**config.mk**
```make
export PLATFORM = sky130hd
export DESIGN_NAME = vga_xreg_decoder
export DESIGN_NICKNAME = d
export VERILOG_FILES = /design/src/rtl/vga_xreg_pkg.sv /design/src/rtl/vga_xreg_port_map.sv /design/src/rtl/vga_xreg_crtc_file.sv /design/src/rtl/vga_xreg_gfx_file.sv /design/src/rtl/vga_xreg_decoder.sv
export SDC_FILE = /design/constraint.sdc
export NUM_CORES = 1
export LEC_CHECK = 0
export BUFFER_PORTS_ARGS = -buffer_cell sky130_fd_sc_hd__buf_2
export CAP_MARGIN = 40
export CORE_AREA = 2 2 281 283
export CTS_BUF_LIST = sky130_fd_sc_hd__clkbuf_8
export CTS_CLUSTER_SIZE = 40
export DETAILED_ROUTE_END_ITERATION = 10
export DIE_AREA = 0 0 283 285
export GPL_ROUTABILITY_DRIVEN = 0
export PLACE_DENSITY = 0.74
export SLEW_MARGIN = 10
export SYNTH_ARGS = -nofsm -noshare
export SYNTH_HDL_FRONTEND = slang
export SYNTH_SLANG_ARGS = --single-unit
```
**constraint.sdc**
```tcl
create_clock -name clk -period 8.1 [get_ports clk]
set_clock_uncertainty 0.2 [all_clocks]
set_input_delay 1.62 -clock clk [delete_from_list [all_inputs] [get_ports clk]]
set_output_delay 1.62 -clock clk [all_outputs]
set_load 0.1 [all_outputs]
```
**src/rtl/vga_xreg_pkg.sv**
```systemverilog
package vga_xreg_pkg;

  typedef enum logic [3:0] {
    PORT_NONE,
    PORT_MISC_WR,
    PORT_MISC_RD,
    PORT_GDC_IDX,
    PORT_GDC_DAT,
    PORT_CRTC_IDX,
    PORT_CRTC_DAT,
    PORT_BANK_RD,
    PORT_BANK_WR
  } port_e;

  // Mono addressing folds the 0x3Bx and 0x3Dx groups onto each other.
  function automatic logic [15:0] fold_addr(input logic [15:0] a, input logic colour);
    logic grp;
    grp = (a[15:4] == 12'h03D) || (a[15:4] == 12'h03B);
    return (grp && !colour) ? (a ^ 16'h0060) : a;
  endfunction

  function automatic logic [1:0] mem_size_code(input int kb);
    if (kb == 1024) return 2'd2;
    else if (kb == 512) return 2'd1;
    else return 2'd0;
  endfunction

endpackage

```
**src/rtl/vga_xreg_port_map.sv**
```systemverilog
module vga_xreg_port_map
  import vga_xreg_pkg::*;
(
  input  logic        clk,
  input  logic        rst_n,
  input  logic [15:0] addr,
  input  logic        write,
  input  logic        colour,
  output port_e       port
);

  logic [15:0] eff;

  always_comb begin
    eff  = fold_addr(addr, colour);
    port = PORT_NONE;
    case (eff)
      16'h03C2: if (write)  port = PORT_MISC_WR;
      16'h03CC: if (!write) port = PORT_MISC_RD;
      16'h03CE: port = PORT_GDC_IDX;
      16'h03CF: port = PORT_GDC_DAT;
      16'h03D4: port = PORT_CRTC_IDX;
      16'h03D5: port = PORT_CRTC_DAT;
      16'h03D6: port = PORT_BANK_RD;
      16'h03D7: port = PORT_BANK_WR;
      default:  port = PORT_NONE;
    endcase
  end

  // In mono mode the raw colour CRTC index address is not claimed
  assert_mono_hides_colour_R2: assert property (@(posedge clk) disable iff (!rst_n)
    (!colour && addr == 16'h03D4) |-> port == PORT_NONE);

  // In mono mode the mono address reaches the CRTC index port
  assert_mono_reaches_crtc_R2: assert property (@(posedge clk) disable iff (!rst_n)
    (!colour && addr == 16'h03B4) |-> port == PORT_CRTC_IDX);

endmodule

```
**src/rtl/vga_xreg_crtc_file.sv**
```systemverilog
module vga_xreg_crtc_file
  import vga_xreg_pkg::*;
#(
  parameter int CHIP_TYPE = 2,
  parameter int MEM_KB    = 1024,
  parameter int IDX_W     = 6
) (
  input  logic                     clk,
  input  logic                     rst_n,
  input  logic                     idx_wr,
  input  logic                     dat_wr,
  input  logic [7:0]               wdata,
  output logic [IDX_W-1:0]         idx_q,
  output logic [7:0]               rd_data,
  output logic [(8<<IDX_W)-1:0]    regs_flat,
  output logic [16:0]              start_addr,
  output logic                     start_load,
  output logic                     recalc
);

  localparam int N = 1 << IDX_W;
  localparam logic [IDX_W-1:0] I_LOCK7 = IDX_W'(7);
  localparam logic [IDX_W-1:0] I_PRSET = IDX_W'(8);
  localparam logic [IDX_W-1:0] I_STHI  = IDX_W'(8'h0C);
  localparam logic [IDX_W-1:0] I_STLO  = IDX_W'(8'h0D);
  localparam logic [IDX_W-1:0] I_CURLO = IDX_W'(8'h0E);
  localparam logic [IDX_W-1:0] I_CUREND= IDX_W'(8'h10);
  localparam logic [IDX_W-1:0] I_PROT  = IDX_W'(8'h11);
  localparam logic [IDX_W-1:0] I_CHIP  = IDX_W'(8'h1A);
  localparam logic [IDX_W-1:0] I_MEM   = IDX_W'(8'h1E);
  localparam logic [1:0]       CHIP_CODE = 2'(CHIP_TYPE);
  localparam logic [1:0]       MEM_CODE  = mem_size_code(MEM_KB);

  logic [7:0]  regs_q [N];
  logic [7:0]  old_val, new_val, hi_val, lo_val;
  logic        locked, lock_low, merge7, commit, changed, hit_start, skip_rng;
  logic [16:0] start_next;
  logic        start_load_q, recalc_q;
  logic [16:0] start_q;

  always_comb begin
    old_val   = regs_q[idx_q];
    locked    = regs_q[I_PROT][7];
    lock_low  = locked && (idx_q < I_LOCK7);
    merge7    = locked && (idx_q == I_LOCK7);
    new_val   = merge7 ? {old_val[7:5], wdata[4], old_val[3:0]} : wdata;
    commit    = dat_wr && !lock_low;
    changed   = commit && (new_val != old_val);
    hit_start = (idx_q == I_STHI) || (idx_q == I_STLO);
    skip_rng  = (idx_q >= I_CURLO) && (idx_q <= I_CUREND);
    hi_val    = (idx_q == I_STHI) ? new_val : regs_q[I_STHI];
    lo_val    = (idx_q == I_STLO) ? new_val : regs_q[I_STLO];
    start_next = {1'b0, hi_val, lo_val} + {15'b0, regs_q[I_PRSET][6:5]};
  end

  always_ff @(posedge clk) begin
    if (!rst_n) begin
      idx_q        <= '0;
      start_q      <= '0;
      start_load_q <= 1'b0;
      recalc_q     <= 1'b0;
      for (int i = 0; i < N; i++) regs_q[i] <= '0;
    end else begin
      if (idx_wr) idx_q <= wdata[IDX_W-1:0];
      if (commit) regs_q[idx_q] <= new_val;
      start_load_q <= changed && hit_start;
      recalc_q     <= changed && !hit_start && !skip_rng;
      if (changed && hit_start) start_q <= start_next;
    end
  end

  always_comb begin
    if (idx_q == I_CHIP)      rd_data = {CHIP_CODE, 6'b0};
    else if (idx_q == I_MEM)  rd_data = {6'b0, MEM_CODE};
    else                      rd_data = regs_q[idx_q];
  end

  for (genvar g = 0; g < N; g++) begin : g_flat
    assign regs_flat[8*g +: 8] = regs_q[g];
  end

  assign start_addr = start_q;
  assign start_load = start_load_q;
  assign recalc     = recalc_q;

  // Index keeps only the low bits of the written byte
  assert_index_width_R3: assert property (@(posedge clk) disable iff (!rst_n)
    idx_wr |=> idx_q == $past(wdata[IDX_W-1:0]));

  // Locked timing registers do not move
  assert_lock_low_R5: assert property (@(posedge clk) disable iff (!rst_n)
    (dat_wr && lock_low) |=> rd_data == $past(rd_data));

  // Index 7 under lock keeps every bit but bit 4
  assert_lock_idx7_R6: assert property (@(posedge clk) disable iff (!rst_n)
    (dat_wr && merge7) |=> (regs_q[I_LOCK7][7:5] == $past(regs_q[I_LOCK7][7:5]))
                        && (regs_q[I_LOCK7][3:0] == $past(regs_q[I_LOCK7][3:0])));

  // A start reload follows a data write and never comes with a recalc pulse
  assert_start_excl_R10: assert property (@(posedge clk) disable iff (!rst_n)
    start_load_q |-> ($past(dat_wr) && !recalc_q));

  // A recalc pulse is caused only by a data write
  assert_recalc_src_R11: assert property (@(posedge clk) disable iff (!rst_n)
    recalc_q |-> $past(dat_wr));

endmodule

```
**src/rtl/vga_xreg_gfx_file.sv**
```systemverilog
module vga_xreg_gfx_file #(
  parameter int GDC_N  = 16,
  parameter int BANK_W = 4
) (
  input  logic                 clk,
  input  logic                 rst_n,
  input  logic                 idx_wr,
  input  logic                 dat_wr,
  input  logic                 bank_rd_wr,
  input  logic                 bank_wr_wr,
  input  logic [7:0]           wdata,
  output logic [7:0]           idx_q,
  output logic [7:0]           rd_data,
  output logic [8*GDC_N-1:0]   regs_flat,
  output logic [7:0]           bank_rd_q,
  output logic [7:0]           bank_wr_q,
  output logic [BANK_W-1:0]    read_bank,
  output logic [BANK_W-1:0]    write_bank,
  output logic                 recalc
);

  localparam int         IW      = $clog2(GDC_N);
  localparam logic [8:0] LIMIT   = 9'(GDC_N);
  localparam logic [7:0] I_FIRST = 8'h09;
  localparam logic [7:0] I_TIMA  = 8'h0B;
  localparam logic [7:0] I_TIMB  = 8'h0C;
  localparam logic [IW-1:0] I_SPLIT = IW'(15);

  logic [7:0]    regs_q [GDC_N];
  logic [IW-1:0] sub;
  logic          in_rng, store, recalc_q;

  always_comb begin
    sub    = idx_q[IW-1:0];
    in_rng = (idx_q >= I_FIRST) && ({1'b0, idx_q} < LIMIT);
    store  = dat_wr && in_rng;
  end

  always_ff @(posedge clk) begin
    if (!rst_n) begin
      idx_q     <= '0;
      bank_rd_q <= '0;
      bank_wr_q <= '0;
      recalc_q  <= 1'b0;
      for (int i = 0; i < GDC_N; i++) regs_q[i] <= '0;
    end else begin
      if (idx_wr)     idx_q     <= wdata;
      if (bank_rd_wr) bank_rd_q <= wdata;
      if (bank_wr_wr) bank_wr_q <= wdata;
      if (store)      regs_q[sub] <= wdata;
      recalc_q <= dat_wr && ((idx_q == I_TIMA) || (idx_q == I_TIMB));
    end
  end

  always_comb begin
    if (!in_rng)               rd_data = 8'hFF;
    else if (idx_q == I_TIMB)  rd_data = regs_q[sub] | 8'h04;
    else                       rd_data = regs_q[sub];
  end

  assign write_bank = bank_wr_q[BANK_W-1:0];
  assign read_bank  = regs_q[I_SPLIT][2] ? bank_rd_q[BANK_W-1:0] : bank_wr_q[BANK_W-1:0];
  assign recalc     = recalc_q;

  for (genvar g = 0; g < GDC_N; g++) begin : g_flat
    assign regs_flat[8*g +: 8] = regs_q[g];
  end

  // Data writes outside the extended range leave the array alone
  assert_gdc_range_R4: assert property (@(posedge clk) disable iff (!rst_n)
    (dat_wr && !in_rng) |=> $stable(regs_flat));

  // Write bank follows the bank port
  assert_write_bank_R12: assert property (@(posedge clk) disable iff (!rst_n)
    bank_wr_wr |=> write_bank == $past(wdata[BANK_W-1:0]));

  // A recalc pulse from this file follows a data write
  assert_gdc_recalc_R11: assert property (@(posedge clk) disable iff (!rst_n)
    recalc_q |-> $past(dat_wr));

endmodule

```
**src/rtl/vga_xreg_decoder.sv**
```systemverilog
module vga_xreg_decoder
  import vga_xreg_pkg::*;
#(
  parameter int CHIP_TYPE = 2,
  parameter int MEM_KB    = 1024,
  parameter int CRTC_IW   = 6,
  parameter int GDC_N     = 16,
  parameter int BANK_W    = 4
) (
  input  logic                      clk,
  input  logic                      rst_n,
  input  logic                      req_valid,
  output logic                      req_ready,
  input  logic                      req_write,
  input  logic [15:0]               req_addr,
  input  logic [7:0]                req_wdata,
  output logic                      rsp_valid,
  input  logic                      rsp_ready,
  output logic [7:0]                rsp_rdata,
  output logic [7:0]                misc_out,
  output logic [(8<<CRTC_IW)-1:0]   crtc_regs,
  output logic [8*GDC_N-1:0]        gfx_regs,
  output logic [BANK_W-1:0]         read_bank,
  output logic [BANK_W-1:0]         write_bank,
  output logic [16:0]               start_addr,
  output logic                      start_load,
  output logic                      recalc
);

  localparam int IDX_PAD = 8 - CRTC_IW;

  port_e               port;
  logic                accept, wr_acc;
  logic [7:0]          misc_q;
  logic [CRTC_IW-1:0]  crtc_idx;
  logic [7:0]          crtc_rd, gdc_idx, gdc_rd, bank_rd_q, bank_wr_q;
  logic                crtc_recalc, gdc_recalc;
  logic [7:0]          rd_mux;
  logic                rsp_valid_q;
  logic [7:0]          rsp_data_q;

  assign req_ready = !rsp_valid_q || rsp_ready;
  assign accept    = req_valid && req_ready;
  assign wr_acc    = accept && req_write;

  vga_xreg_port_map u_map (
    .clk    (clk),
    .rst_n  (rst_n),
    .addr   (req_addr),
    .write  (req_write),
    .colour (misc_q[0]),
    .port   (port)
  );

  vga_xreg_crtc_file #(
    .CHIP_TYPE (CHIP_TYPE),
    .MEM_KB    (MEM_KB),
    .IDX_W     (CRTC_IW)
  ) u_crtc (
    .clk        (clk),
    .rst_n      (rst_n),
    .idx_wr     (wr_acc && port == PORT_CRTC_IDX),
    .dat_wr     (wr_acc && port == PORT_CRTC_DAT),
    .wdata      (req_wdata),
    .idx_q      (crtc_idx),
    .rd_data    (crtc_rd),
    .regs_flat  (crtc_regs),
    .start_addr (start_addr),
    .start_load (start_load),
    .recalc     (crtc_recalc)
  );

  vga_xreg_gfx_file #(
    .GDC_N  (GDC_N),
    .BANK_W (BANK_W)
  ) u_gfx (
    .clk        (clk),
    .rst_n      (rst_n),
    .idx_wr     (wr_acc && port == PORT_GDC_IDX),
    .dat_wr     (wr_acc && port == PORT_GDC_DAT),
    .bank_rd_wr (wr_acc && port == PORT_BANK_RD),
    .bank_wr_wr (wr_acc && port == PORT_BANK_WR),
    .wdata      (req_wdata),
    .idx_q      (gdc_idx),
    .rd_data    (gdc_rd),
    .regs_flat  (gfx_regs),
    .bank_rd_q  (bank_rd_q),
    .bank_wr_q  (bank_wr_q),
    .read_bank  (read_bank),
    .write_bank (write_bank),
    .recalc     (gdc_recalc)
  );

  always_comb begin
    case (port)
      PORT_MISC_RD:  rd_mux = misc_q;
      PORT_GDC_IDX:  rd_mux = gdc_idx;
      PORT_GDC_DAT:  rd_mux = gdc_rd;
      PORT_CRTC_IDX: rd_mux = {{IDX_PAD{1'b0}}, crtc_idx};
      PORT_CRTC_DAT: rd_mux = crtc_rd;
      PORT_BANK_RD:  rd_mux = bank_rd_q;
      PORT_BANK_WR:  rd_mux = bank_wr_q;
      default:       rd_mux = 8'hFF;
    endcase
  end

  always_ff @(posedge clk) begin
    if (!rst_n) begin
      misc_q      <= 8'h01;
      rsp_valid_q <= 1'b0;
      rsp_data_q  <= '0;
    end else begin
      if (wr_acc && port == PORT_MISC_WR) misc_q <= req_wdata;
      if (accept && !req_write) begin
        rsp_valid_q <= 1'b1;
        rsp_data_q  <= rd_mux;
      end else if (rsp_ready) begin
        rsp_valid_q <= 1'b0;
      end
    end
  end

  assign misc_out  = misc_q;
  assign rsp_valid = rsp_valid_q;
  assign rsp_rdata = rsp_data_q;
  assign recalc    = crtc_recalc || gdc_recalc;

  // A waiting response holds its data
  assert_rsp_hold_R13: assert property (@(posedge clk) disable iff (!rst_n)
    (rsp_valid && !rsp_ready) |=> (rsp_valid && $stable(rsp_rdata)));

  // A read accept always yields a response next cycle
  assert_rsp_follows_R13: assert property (@(posedge clk) disable iff (!rst_n)
    (req_valid && req_ready && !req_write) |=> rsp_valid);

  // Misc-output write lands in the register
  assert_misc_load_R14: assert property (@(posedge clk) disable iff (!rst_n)
    (wr_acc && port == PORT_MISC_WR) |=> misc_out == $past(req_wdata));

endmodule

```
==> results_dict.tcl <==
set metrics [dict create \
    dieArea_mm2 0.0807 \
    cts.sinks 717 \
    synth_edf_count 640 \
    synth_seq_area_share_pct 64.2 \
    fp.dieW_um 283 \
    yosys_warnings 0 \
    synth_area_leader_cell "edfxtp_1" \
    vias 26000 \
    ant_nets 0 \
    relSlewSlack_pct 40.4 \
    hold_viol_final 0 \
    cts_tree "done" \
    grt_use_total_pct 32.5 \
    clock_latency_ns 0.79 \
    avgSynthCellArea_um2 12.9 \
    drv_cap 0 \
    first_pass_iters 6 \
    clk_pin_slew_ns 0.06 \
    intPower_mw 6.18 \
    seq_power_share_pct 45.9 \
    portBuffers 713 \
    htree_num_levels 3 \
    cpPeakStageDelay_ns 0.68 \
    crit_fanout 27 \
    crit_chain "buf_4 > mux4_2 > mux2i_1 > mux4_2 > nand2_1 > and2_1 > mux2i_4 > o21ai_0 > ha_1 > inv_1 > fa_1 > a211oi_1 > nand3_1 > nor4_1 > nand2_1 > xnor2_1 > a211oi_1" \
    fin_nets 3314 \
    placed_cells 4217 \
    cts_setup_buffers 0 \
    finalMaxSlewViolations 0 \
    syn_inst 2511 \
    synth_most_common_cell "edfxtp_1" \
    fillCellCount 6673 \
    grt_pass1_vias 24300 \
    multi_input_area_mm2 0.0111 \
    die_h_um 285 \
    numCtsBuffers 113 \
    boundaryPins 714 \
    cts.hold.buffers_added 0 \
    grt-ovfl-total 0 \
    critPathLaunchType "register" \
    vias_per_cell 5.87 \
    worstSetupPathType "reg -> reg" \
    fmax_ghz 0.178 \
    endpoint_kind "register" \
    grt_max_degree 61 \
    crit_buf_inv 2 \
    antenna_found_initial 9 \
    p_switching_mw 3.31 \
    layout.cells.non_filler 4435 \
    hold_path.class "reg -> reg" \
    synthTopCellsByArea "edfxtp_1 (59%), mux4_2 (8.1%), nor2_1 (7.1%)" \
    coreArea_mm2 0.0780 \
    combPwrFrac_pct 18.4 \
    syn2layout_area_growth_pct 23.1 \
    clkPwrFrac_pct 35.8 \
    rsz0062_at_grt "false" \
    synth_seq_cells 717 \
    routed_wl_um 135000 \
    netlist.area_leader.share_pct 59.4 \
    cts_resized 0 \
    cts_buffer_depth 3 \
    fin_crit_ns 5.61 \
    ir_drop_mv 0.207 \
    status "finished clean" \
    swShare_pct 34.8 \
    path_delay_family "simple AND/OR/NAND/NOR gates" \
    syn_area_mm2 0.0324 \
    post-route-period-util_pct 69.2 \
    tightest_slew_ns 0.892 \
    synth_common_cells "edfxtp_1 (640), nor2_1 (613), nand2_1 (212), mux2i_1 (182), clkbuf_1 (134)" \
    synth_ff_type "edfxtp_1" \
    leakage_nw 15.3 \
    wl_per_cell_um 30.5 \
    synthDistinctLibCells 73 \
    rows 103 \
    required_ns 8.53 \
    root_buffer "clkbuf_8" \
    seq_area_mm2 0.0208 \
    cpMaxStageDelayCell "dfxtp_4" \
    start_util_pct 41.5 \
    worstPathArrival_ns 6.03 \
    grt_pass1_wl_um 185000 \
    dp_hpwl_um 101000 \
    tns_ns 0 \
    drt_iter0_markers 3499 \
    drive_gt1_share_pct 33.0 \
    async_flop_share_pct 0 \
    drcViolationCount 0 \
    setup_viol_count_final 0 \
    powerDensity_mw_per_mm2 238 \
    power_mw 9.49 \
]
[worst paths after layout]
kind                                           from  depth (start not counted)                                 end  slack [ns]
hold reg to reg   u_crtc.start_addr[2]$_SDFFE_PN0P_                          2   u_crtc.start_addr[2]$_SDFFE_PN0P_        0.26
setup reg to reg                           register                         17  u_crtc.start_addr[14]$_SDFFE_PN0P_        2.49
hold / removal    u_crtc.start_addr[2]$_SDFFE_PN0P_                          2   u_crtc.start_addr[2]$_SDFFE_PN0P_        0.26
setup / recovery                           register                         17  u_crtc.start_addr[14]$_SDFFE_PN0P_        2.49
[routing by layer]
layer	vias to the layer above	GRT usage, %	wire length [um]
li1	10700	-	-
met1	12600	39.2	44600
met2	2291	52.8	63500
met3	458	8.76	17600
met4	8	18.4	9260
met5	-	0	47
[layout by cell type, fill, tap and decap left out, types with 6 or more instances in the layout]
cell type,n
nor3_1,28
nand4_1,11
conb_1,72
nand3b_1,6
nor4_1,9
a2111oi_0,6
mux2_2,14
clkinv_2,19
nor2_1,611
a21oi_1,39
buf_2,718
a31oi_1,7
nor2b_1,14
a22o_1,8
bufinv_16,13
or4_1,6
inv_1,34
diode_2,6
nand2_1,212
edfxtp_1,640
o21ai_0,30
and2_1,43
a22oi_1,47
nand2b_1,19
mux2i_1,181
clkbuf_8,117
mux4_2,117
xnor2_1,12
and3_1,8
nand2_2,8
buf_4,46
dfxtp_1,72
clkinv_1,30
nand3_1,44
[metrics by stage]
stage,setup slack [ns],hold WS (ns),util [%],instance area (um2)
final,2.49,0.259,51.1,39800
after global routing,2.22,0.284,51.1,39800
after CTS,2.48,0.260,51.1,39800
after detailed placement,1.95,0.250,47.9,37300
after global placement,2.00,0.245,47.6,37100
after floorplan,2.65,0.239,-,32600
[cell families (layout without fill, tap and decap cells)]
family	Yosys count	count (layout)	synth area share, %
AOI/OAI and AO/OA	194	194	4.11
xor gates and xnor gates	16	16	0.433
adders and majority gates	3	3	0.139
buffers and inverters	206	1003	2.76
DFF	717	717	64.2
muxes	313	313	14.3
other	1	78	0.0116
and+or+nand+nor	1061	1061	14.1
[area by class of cell]
cell class,instances,area share [%]
flip-flops and latches,717,52.2
repair buffers,772,10.3
clock inverters,95,2.18
diodes,6,0.0377
inverters,19,0.179
well taps,1050,3.30
multi-input cells,1659,27.8
clock buffers,117,4.04
[state kept, by name, indices dropped and copies added, names as in the netlist, named ones only]
name               cells
u_gfx.bank_wr_q        8
u_gfx.idx_q            8
u_gfx.regs_q         128
misc_out               8
rsp_valid              1
u_crtc.start_addr     17
rsp_rdata              8
u_crtc.idx_q           6
u_gfx.recalc           1
u_crtc.recalc          1
u_crtc.start_load      1
u_crtc.regs_q        512
u_gfx.bank_rd_q        8
[worst min-delay path: stages (launching register included)]
cell and delay [ns]:
dfxtp_1 0.31, nand2_1 0.05, mux2i_1 0.05
[power groups by stage]
stage / sequential, mW / clock, mW / combinational, mW
6_report: 4.35 / 3.39 / 1.75
5_1_grt: 4.35 / 3.56 / 1.77
4_1_cts: 4.34 / 3.41 / 1.74
3_5_place_dp: 4.42 / 0 / 1.74
3_3_place_gp: 4.42 / 0 / 1.73
2_1_floorplan: 5.55 / 0 / 0.200
(Power assumes the default switching activity.)
